[src/rtl/sbr_pkg.sv]
`timescale 1ns/1ps
package sbr_pkg;

    localparam int BURST_LEN = 4;
    localparam int OFS_W     = $clog2(BURST_LEN);

    typedef enum logic [1:0] {
        OP_IDLE  = 2'd0,
        OP_READ  = 2'd1,
        OP_WRITE = 2'd2
    } acc_op_e;

    typedef struct packed {
        logic             active;
        logic             linear;
        logic [OFS_W-1:0] start;
        logic [OFS_W-1:0] count;
    } burst_t;

    // Word offset inside the aligned burst block.
    function automatic logic [OFS_W-1:0] burst_offset(
        input logic [OFS_W-1:0] start,
        input logic [OFS_W-1:0] count,
        input logic             linear
    );
        if (linear)
            return start + count;
        else
            return start ^ count;
    endfunction

    function automatic logic chip_selected(
        input logic en_pipe_n,
        input logic en_hi,
        input logic en_lo_n
    );
        return !en_pipe_n && en_hi && !en_lo_n;
    endfunction

endpackage

[src/rtl/sbr_burst_ctl.sv]
`timescale 1ns/1ps
module sbr_burst_ctl
    import sbr_pkg::*;
#(
    parameter int ADDR_W = 8,
    parameter int LANES  = 2
) (
    input  logic              clk,
    input  logic              rst,
    input  logic [ADDR_W-1:0] addr_in,
    input  logic              start_p_n,
    input  logic              start_c_n,
    input  logic              step_n,
    input  logic              sel_n,
    input  logic              sel_hi,
    input  logic              sel_lo_n,
    input  logic              wr_all_n,
    input  logic              wr_byte_n,
    input  logic [LANES-1:0]  lane_we_n,
    input  logic              burst_linear,
    output acc_op_e           acc_op,
    output logic [ADDR_W-1:0] acc_addr,
    output logic [LANES-1:0]  acc_mask
);

    localparam int HI_W = ADDR_W - OFS_W;

    logic [HI_W-1:0]  block_q, block_d;
    burst_t           bst_q, bst_d;
    acc_op_e          op_q, op_d;
    logic [LANES-1:0] mask_q, mask_d, wmask;
    logic             sel_ok, p_take, c_take, any_wr;

    // Lane write decode: global write overrides, otherwise gated lanes.
    always_comb begin
        for (int i = 0; i < LANES; i++)
            wmask[i] = !wr_all_n || (!wr_byte_n && !lane_we_n[i]);
        any_wr = |wmask;
    end

    assign sel_ok = chip_selected(sel_n, sel_hi, sel_lo_n);
    assign p_take = !start_p_n && sel_ok;
    assign c_take = !start_c_n && !p_take;

    always_comb begin
        block_d = block_q;
        bst_d   = bst_q;
        op_d    = OP_IDLE;
        mask_d  = '0;
        if (p_take) begin
            block_d      = addr_in[ADDR_W-1:OFS_W];
            bst_d.active = 1'b1;
            bst_d.linear = burst_linear;
            bst_d.start  = addr_in[OFS_W-1:0];
            bst_d.count  = '0;
            op_d         = OP_READ;
        end else if (c_take) begin
            block_d = addr_in[ADDR_W-1:OFS_W];
            if (sel_ok) begin
                bst_d.active = 1'b1;
                bst_d.linear = burst_linear;
                bst_d.start  = addr_in[OFS_W-1:0];
                bst_d.count  = '0;
                op_d         = any_wr ? OP_WRITE : OP_READ;
                mask_d       = wmask;
            end else begin
                bst_d.active = 1'b0;
            end
        end else if (bst_q.active) begin
            if (!step_n)
                bst_d.count = bst_q.count + 1'b1;
            op_d   = any_wr ? OP_WRITE : OP_READ;
            mask_d = wmask;
        end
    end

    always_ff @(posedge clk) begin
        if (rst) begin
            block_q <= '0;
            bst_q   <= '0;
            op_q    <= OP_IDLE;
            mask_q  <= '0;
        end else begin
            block_q <= block_d;
            bst_q   <= bst_d;
            op_q    <= op_d;
            mask_q  <= mask_d;
        end
    end

    assign acc_op   = op_q;
    assign acc_mask = mask_q;
    assign acc_addr = {block_q, burst_offset(bst_q.start, bst_q.count, bst_q.linear)};

    // a hold cycle in a burst keeps the access address.
    a_r8_hold_addr: assert property (@(posedge clk) disable iff (rst)
        (bst_q.active && start_p_n && start_c_n && step_n) |=> $stable(acc_addr));

    // continuation never changes the block bits.
    a_r6_block_fixed: assert property (@(posedge clk) disable iff (rst)
        (bst_q.active && start_p_n && start_c_n)
        |=> (acc_addr[ADDR_W-1:OFS_W] == $past(acc_addr[ADDR_W-1:OFS_W])));

    // a taken processor strobe always yields a read with no lanes.
    a_r2_proc_read: assert property (@(posedge clk) disable iff (rst)
        (!start_p_n && chip_selected(sel_n, sel_hi, sel_lo_n))
        |=> (acc_op == OP_READ && acc_mask == '0));

    // controller strobe while deselected makes no access.
    a_r5_desel_idle: assert property (@(posedge clk) disable iff (rst)
        (!start_c_n && start_p_n && !chip_selected(sel_n, sel_hi, sel_lo_n))
        |=> (acc_op == OP_IDLE));

endmodule

[src/rtl/sbr_lane_array.sv]
`timescale 1ns/1ps
module sbr_lane_array
    import sbr_pkg::*;
#(
    parameter int ADDR_W = 8,
    parameter int LANES  = 2,
    parameter int LANE_W = 9
) (
    input  logic                    clk,
    input  logic [LANES*LANE_W-1:0] wr_data,
    input  acc_op_e                 acc_op,
    input  logic [ADDR_W-1:0]       acc_addr,
    input  logic [LANES-1:0]        acc_mask,
    output logic [LANES*LANE_W-1:0] rd_word
);

    localparam int DEPTH  = 1 << ADDR_W;
    localparam int WORD_W = LANES * LANE_W;

    // Write data is registered on the same edge as its address.
    logic [WORD_W-1:0] wdata_q;

    always_ff @(posedge clk)
        wdata_q <= wr_data;

    for (genvar g = 0; g < LANES; g++) begin : g_lane
        logic [LANE_W-1:0] mem [DEPTH];

        always_ff @(posedge clk) begin
            if (acc_op == OP_WRITE && acc_mask[g])
                mem[acc_addr] <= wdata_q[g*LANE_W +: LANE_W];
        end

        assign rd_word[g*LANE_W +: LANE_W] = mem[acc_addr];
    end

endmodule

[src/rtl/sbr_out_stage.sv]
`timescale 1ns/1ps
module sbr_out_stage
    import sbr_pkg::*;
#(
    parameter int WORD_W = 18
) (
    input  logic              clk,
    input  logic              rst,
    input  acc_op_e           acc_op,
    input  logic [WORD_W-1:0] rd_word,
    input  logic              out_en_n,
    output logic [WORD_W-1:0] rd_data,
    output logic              rd_drive
);

    logic [WORD_W-1:0] data_q;
    logic              valid_q;

    always_ff @(posedge clk) begin
        if (rst) begin
            data_q  <= '0;
            valid_q <= 1'b0;
        end else begin
            valid_q <= (acc_op == OP_READ);
            if (acc_op == OP_READ)
                data_q <= rd_word;
        end
    end

    assign rd_data  = data_q;
    assign rd_drive = valid_q && !out_en_n;

    // the output register holds what the array returned for the read.
    a_r11_read_word: assert property (@(posedge clk) disable iff (rst)
        (acc_op == OP_READ) |=> (rd_data == $past(rd_word)));

endmodule

[src/rtl/burst_sram.sv]
`timescale 1ns/1ps
module burst_sram
    import sbr_pkg::*;
#(
    parameter int ADDR_W = 8,
    parameter int LANES  = 2,
    parameter int LANE_W = 9
) (
    input  logic                    clk,
    input  logic                    rst,
    input  logic [ADDR_W-1:0]       addr,
    input  logic                    start_p_n,
    input  logic                    start_c_n,
    input  logic                    step_n,
    input  logic                    sel_n,
    input  logic                    sel_hi,
    input  logic                    sel_lo_n,
    input  logic                    wr_all_n,
    input  logic                    wr_byte_n,
    input  logic [LANES-1:0]        lane_we_n,
    input  logic                    burst_linear,
    input  logic                    out_en_n,
    input  logic [LANES*LANE_W-1:0] wr_data,
    output logic [LANES*LANE_W-1:0] rd_data,
    output logic                    rd_drive
);

    localparam int WORD_W = LANES * LANE_W;

    acc_op_e           acc_op;
    logic [ADDR_W-1:0] acc_addr;
    logic [LANES-1:0]  acc_mask;
    logic [WORD_W-1:0] rd_word;

    sbr_burst_ctl #(.ADDR_W(ADDR_W), .LANES(LANES)) u_ctl (
        .clk          (clk),
        .rst          (rst),
        .addr_in      (addr),
        .start_p_n    (start_p_n),
        .start_c_n    (start_c_n),
        .step_n       (step_n),
        .sel_n        (sel_n),
        .sel_hi       (sel_hi),
        .sel_lo_n     (sel_lo_n),
        .wr_all_n     (wr_all_n),
        .wr_byte_n    (wr_byte_n),
        .lane_we_n    (lane_we_n),
        .burst_linear (burst_linear),
        .acc_op       (acc_op),
        .acc_addr     (acc_addr),
        .acc_mask     (acc_mask)
    );

    sbr_lane_array #(.ADDR_W(ADDR_W), .LANES(LANES), .LANE_W(LANE_W)) u_array (
        .clk      (clk),
        .wr_data  (wr_data),
        .acc_op   (acc_op),
        .acc_addr (acc_addr),
        .acc_mask (acc_mask),
        .rd_word  (rd_word)
    );

    sbr_out_stage #(.WORD_W(WORD_W)) u_out (
        .clk      (clk),
        .rst      (rst),
        .acc_op   (acc_op),
        .rd_word  (rd_word),
        .out_en_n (out_en_n),
        .rd_data  (rd_data),
        .rd_drive (rd_drive)
    );

    // a cycle with no access leaves the bus undriven one edge later.
    a_r4_idle_quiet: assert property (@(posedge clk) disable iff (rst)
        (acc_op == OP_IDLE) |=> !rd_drive);

endmodule

[config.mk]
export PLATFORM = sky130hd
export DESIGN_NAME = burst_sram
export DESIGN_NICKNAME = d
export VERILOG_FILES = /design/src/rtl/sbr_pkg.sv /design/src/rtl/sbr_burst_ctl.sv /design/src/rtl/sbr_lane_array.sv /design/src/rtl/sbr_out_stage.sv /design/src/rtl/burst_sram.sv
export SDC_FILE = /design/constraint.sdc
export NUM_CORES = 2
export LEC_CHECK = 0
export BUFFER_PORTS_ARGS = -buffer_cell sky130_fd_sc_hd__clkbuf_2
export CAP_MARGIN = 20
export CORE_MARGIN = 1.5
export CORE_UTILIZATION = 45
export DETAILED_ROUTE_END_ITERATION = 7
export SLEW_MARGIN = 20
export SYNTH_ARGS = -nofsm -noshare
export SYNTH_HDL_FRONTEND = slang
export SYNTH_MEMORY_MAX_BITS = 65536
export SYNTH_SLANG_ARGS = --single-unit
[constraint.sdc]
create_clock -name clk -period 4.6 [get_ports clk]
set_input_delay 0.46 -clock clk [delete_from_list [all_inputs] [get_ports clk]]
set_output_delay 0.46 -clock clk [all_outputs]
set_load 0.05 [all_outputs]
# After elaboration in Yosys (flattened, before gate mapping)
# Memories as Yosys holds them, arrays and structs flattened. A register that Yosys moved wholly into a read port is not among the register bits.
# Cells that the tools add are included.
dict set report classes {
  n_addsub 2
  multipliers 0
  n_div 0
  magnitude_cmp 0
  n_eq_ne 4
  n_shift 0
  n_mux 22
  n_bitwise 1
  n_reduce_logical 28
}
# cell n
set ops {}
lappend ops {{$mux W2} 11}
lappend ops {{$mux W6} 3}
lappend ops {{$logic_not A1 Y1} 10}
lappend ops {{$logic_and A1 B1 Y1} 9}
lappend ops {{$mux W1} 6}
lappend ops {{$reduce_bool A2 Y1} 3}
lappend ops {{$mux W5} 1}
lappend ops {{$mux W4} 1}
lappend ops {{$ne A2 B1 Y1 const B} 2}
lappend ops {{$reduce_or A2 Y1} 2}
lappend ops {{$reduce_and A3 Y1} 1}
lappend ops {{$add A2 B1 Y2 const B} 1}
lappend ops {{$add A2 B2 Y2} 1}
lappend ops {{$eq A2 B1 Y1 const B} 1}
lappend ops {{$eq A2 B2 Y1 const B} 1}
lappend ops {{$logic_or A1 B1 Y1} 2}
lappend ops {{$reduce_and A2 Y1} 1}
lappend ops {{$xor A2 B2 Y2} 1}
dict set report totals {
  regBits 35
  latchBits 0
  ramBits 4608
  mem_bits_ro 0
  inputBits 40
  output_inout_bits 19
  n_memories 2
}
# memory depth word_bits read_ports rd_ports_with_merged_regs write_ports line
set memory_table {}
lappend memory_table {{u_array.g_lane[0].mem} 256 9 1 1 1 sbr_lane_array.sv:27} ;# logic [LANE_W-1:0] mem [DEPTH];
lappend memory_table {{u_array.g_lane[1].mem} 256 9 1 1 1 sbr_lane_array.sv:27}

# Longest topological paths before layout
dict set report logic_depth {
  word_depth 8
  ltp_mapped 16
  depth_no_buf 10
}

# By module
# Synthesis repeated with hierarchy kept, for this count alone.
dict set report unflattened {
  cells_unflattened 7998
  area_unflattened_um2 177240.0
}
# module n_inst cells_each area_each_um2 seq_area_each_um2
set modules_own_cells {}
lappend modules_own_cells {sbr_lane_array 1 7830 175627.2 138733.1}
lappend modules_own_cells {sbr_out_stage 1 83 883.3 380.4}
lappend modules_own_cells {sbr_burst_ctl 1 85 729.4 320.3}

# Worst setup path before layout
# No wires, ideal clock.
dict set report synth_path {
  path_kind {register -> register}
  start {reg u_array.wdata_q[0]}
  end {mem u_array.g_lane[0].mem[0][0], data pin}
  setup_ns 0.852
  arrival_time_ns 3.382
  required_ns 3.748
  setup_slack_ns 0.366
  path_stages_with_launch 1
  n_path_buf 0
  synth_period_minus_slack_ns 4.234
  cell_sequence {dfxtp_1}
}
# item line
set synth_rtl {}
lappend synth_rtl {{start, declared} sbr_lane_array.sv:21} ;# logic [WORD_W-1:0] wdata_q;
lappend synth_rtl {{start signal, assigned} sbr_lane_array.sv:24} ;# wdata_q <= wr_data;
lappend synth_rtl {{end, declared} sbr_lane_array.sv:27}
# Straight into the memory's write port.

# Worst setup path after layout
dict set report layout_path {
  start {reg u_ctl.bst_q[1] in the netlist's numbering}
  end {reg u_out.data_q[0], in the netlist u_out.rd_data[0] (read register of u_array.g_lane[0].mem)}
}
dict set report layout_via {
  elab_chain_cells 2
  elab_cells_between_ends 3
  cone_classes {add/sub (1); mux (1); bitwise (1)}
}
# item line
set layout_lines {}
lappend layout_lines {{start, declared} sbr_burst_ctl.sv:29} ;# burst_t bst_q, bst_d;
lappend layout_lines {{start signal, assigned} sbr_burst_ctl.sv:85} ;# bst_q <= bst_d;
lappend layout_lines {{$add A2 B2 Y2 or $xor A2 B2 Y2 (tied branches)} {sbr_pkg.sv:27, sbr_pkg.sv:29}}
lappend layout_lines {{$mux W2 *} sbr_pkg.sv:26} ;# if (linear)
lappend layout_lines {{end, declared} sbr_out_stage.sv:16} ;# logic [WORD_W-1:0] data_q;
# Every way passes the cells marked *; elsewhere a longest branch is shown, timed or not.
# A chain may end at the register's enable or synchronous reset.

==> impl_metrics.tcl <==
set metrics [dict create \
    die-area_um2 409100 \
    finalHoldViolCount 0 \
    syn_inst 11740 \
    synth.avg_cell_area_um2 15.53 \
    grt-ovfl-total 0 \
    cp_max_fo 37 \
    num_rows 233 \
    post-place-ws_ps 2.866 \
    dp_hpwl_um 359800 \
    tightest_slew_ps 1276 \
    synth_edf_count 4608 \
    pwr_density_cell_nw_per_um2 420.1 \
    nets 12460 \
    post-route-min-period_ps 4514 \
    place_congestion 0.9027 \
    rsz0062_at_grt "no" \
    grt_pass1_wl_um 809900 \
    finalSetupViolations 0 \
    antenna_found_initial 46 \
    post-cts-setup-buffers 0 \
    p_sw_mw 19.23 \
    port_buffers 58 \
    dpl_cell_area_um2 194500 \
    synth-async-reset-ratio_pct 0 \
    seq_area_frac_synth_pct 76.45 \
    worst_ep_arrival_time_ps 5400 \
    ant_nets 0 \
    dr.pass1.iters 6 \
    synth_top_area_share_pct 75.87 \
    critPathRequiredTime_ps 5480 \
    timing.final.ws_setup_ps 85.86 \
    yosys_register_bits 4661 \
    cp-end-kind "register" \
    post-route-util_pct 52.10 \
    drcViolationCount 0 \
    vdd_drop_max_uv 329.4 \
    maxSlewViolCount 0 \
    synth_area_um2 182400 \
    worst-setup-path-type "register to register" \
    drt-vias-per-instance 6.160 \
    instances_no_fill 18220 \
    synth.distinct_cells 74 \
    seqPwrFrac_pct 53.1 \
    status "finished, final reports clean" \
    clock.fmax_mhz 221.5 \
    fin_skew_ps 107.0 \
    cts.clk_slew.worst_paths_ps 70 \
    startpoint_type "register" \
    stdcell_area_um2 210100 \
    grt_pass1_vias 107500 \
    fillers 32300 \
    clkSinkCount 4661 \
    routed_wl_um 575900 \
    p_clk_share_pct 42.8 \
    h-tree-depth 5 \
    maxSlewHeadroom_pct 14.94 \
    place_inst 17310 \
    routedWlPerCell_um 31.61 \
    r2r_setup_slack_ps 90 \
    ios 59 \
    numCtsBuffers 462 \
    vias 112200 \
    syn_to_final_growth_pct 15.16 \
    cap_violations 0 \
    swShare_pct 21.80 \
    die_y_um 639.6 \
    drive_gt1_share_pct 16.77 \
    clock_latency_ps 1040 \
    synth_fp_nets 11790 \
    grt_max_degree 185 \
    intPower_mw 69.01 \
    die_x_um 639.6 \
    min_path_type "primary input to register" \
    coreArea_um2 403200 \
    clockRootBuffer "clkbuf_16" \
    pwr-share-comb_pct 4.1 \
    grtUsageTotal_pct 27.65 \
    tritoncts "done" \
    yosysTopAreaCell "edfxtp_1" \
    synth.area.top_cells "edfxtp_1 (76%), mux4_2 (5.1%), nand2_1 (4.9%), nand3_1 (2.5%), mux2i_1 (1.6%)" \
    initial_core_util_pct 45.24 \
    fin_crit_sh_pct 98.13 \
    p_leak_nw 66.83 \
    synthFlopType "edfxtp_1" \
    ys_warn_count 0 \
    drt-initial-drc-count 16110 \
    cts_buffer_depth 4 \
]
==> cell type report <==
type | count | area [um2] | share of cell area [%]
diodes | 23 | 57.56 | 0.02740
well taps | 5405 | 6763 | 3.220
inverters | 9 | 40.04 | 0.01906
clock inverters | 275 | 2904 | 1.383
repair buffers | 988 | 8800 | 4.189
flip-flops and latches | 4661 | 139500 | 66.42
multi-input cells | 6295 | 39870 | 18.98
clock buffers | 563 | 12100 | 5.760
==> what timing repair did <==
item	4_1_cts	5_1_grt
setup endpoints to repair	1	4
endpoints found under the hold margin	33	0
gates resized for setup	1	4
hold buffers	41	0
==> layout by cell type, fill, tap and decap left out, types with 53 or more instances in the layout <==
cell type,synthesis,final
a21oi_1,150,148
a22oi_1,66,66
a31oi_1,225,225
a32oi_1,113,113
a41oi_1,78,78
buf_12,0,111
buf_4,72,772
clkbuf_1,384,92
clkbuf_16,0,468
clkbuf_2,0,58
clkinv_1,1,97
clkinv_2,0,86
edfxtp_1,4608,4608
mux2i_1,284,284
mux4_2,412,412
nand2_1,2388,2376
nand3_1,896,885
nand4_1,125,125
nor2_1,699,676
nor3_1,124,121
nor4_1,62,61
o21ai_0,101,101
o221ai_1,53,53
o22ai_1,76,76
==> per-stage QoR <==
| stage | hold slack, ps | power, mW | setup TNS (ps) |
|---|---|---|---|
| 6_report | 79.52 | 88.24 | 0 |
| 5_1_grt | 73.50 | 90.14 | 0 |
| 4_1_cts | 30.02 | 88.44 | 0 |
| 3_5_place_dp | 516.1 | 51.29 | 0 |
| 3_3_place_gp | 510.0 | 51.22 | -4113 |
| 2_1_floorplan | 464.6 | 49.45 | 0 |
==> flip-flops by register name, indices dropped and copies added (netlist names) <==
signal	cells
u_out.valid_q	1
u_ctl.bst_q	6
u_ctl.acc_op	2
u_ctl.block_q	6
u_array.g_lane.mem	4608
u_ctl.acc_mask	2
u_array.wdata_q	18
u_out.rd_data	18
==> final timing paths <==
path / from / end / cells after the start
worst max-delay path: u_ctl.bst_q[1] / u_out.rd_data[0] / 12
worst min register to register: u_ctl.bst_q[5] / u_ctl.bst_q[5] / 2
worst max register to register: u_ctl.bst_q[1] / u_out.rd_data[0] / 12
worst min-delay path: wr_data[2] / u_array.wdata_q[2] / 2
==> synthesized netlist by cell type, drive strengths merged, types with 27 or more instances <==
| cell | count |
|---|---|
| a21oi | 150 |
| mux4 | 412 |
| nor3 | 124 |
| buf | 394 |
| a41oi | 78 |
| nand3 | 896 |
| a311oi | 38 |
| mux2i | 284 |
| o21ai | 106 |
| dfxtp | 53 |
| nor2 | 699 |
| nor4 | 62 |
| o211ai | 40 |
| a211oi | 32 |
| mux2 | 38 |
| a221oi | 27 |
| o221ai | 53 |
| nand2 | 2388 |
| a31oi | 225 |
| a32oi | 113 |
| and3 | 45 |
| a22oi | 66 |
| clkbuf | 385 |
| o22ai | 76 |
| edfxtp | 4608 |
| or4 | 36 |
| nand4 | 125 |
==> critical path, stage by stage, from the launching register on <==
cell     delay, ps
dfxtp_1        570
xnor2_4        180
xnor2_4        480
buf_12         300
buf_12         280
buf_4          330
buf_4          280
mux4_2         360
o22ai_1        260
a21oi_1         80
nor4_1         500
and4b_1        550
o32ai_1        160
==> power by group through the flow <==
stage | sequential [mW] | combinational [mW] | clock, mW
2_1_floorplan | 48.1 | 1.38 | 0
3_3_place_gp | 47.8 | 3.46 | 0
3_5_place_dp | 47.8 | 3.52 | 0
4_1_cts | 46.9 | 3.56 | 38.0
5_1_grt | 46.9 | 3.73 | 39.6
6_report | 46.9 | 3.63 | 37.7
==> cell families (layout without fill, tap and decap cells) <==
logic type / after synthesis / count (layout) / synth area share (%)
fa+ha+maj: 1 / 1 / 0.006859
compound gates: 1113 / 1113 / 4.317
mux: 734 / 734 / 6.881
flops: 4661 / 4661 / 76.45
simple gates: 4443 / 4443 / 10.34
other cells: 0 / 23 / 0
xor+xnor: 4 / 4 / 0.03362
buf+inv: 788 / 1835 / 1.971
==> layer usage <==
metal / global-route usage [%] / part of all wire, %
met1: 38.01 / 38
met2: 42.81 / 46
met3: 5.102 / 10
met4: 13.20 / 5.3
met5: 0 / 0.014
No activity file was read; power rests on OpenSTA's default activity.
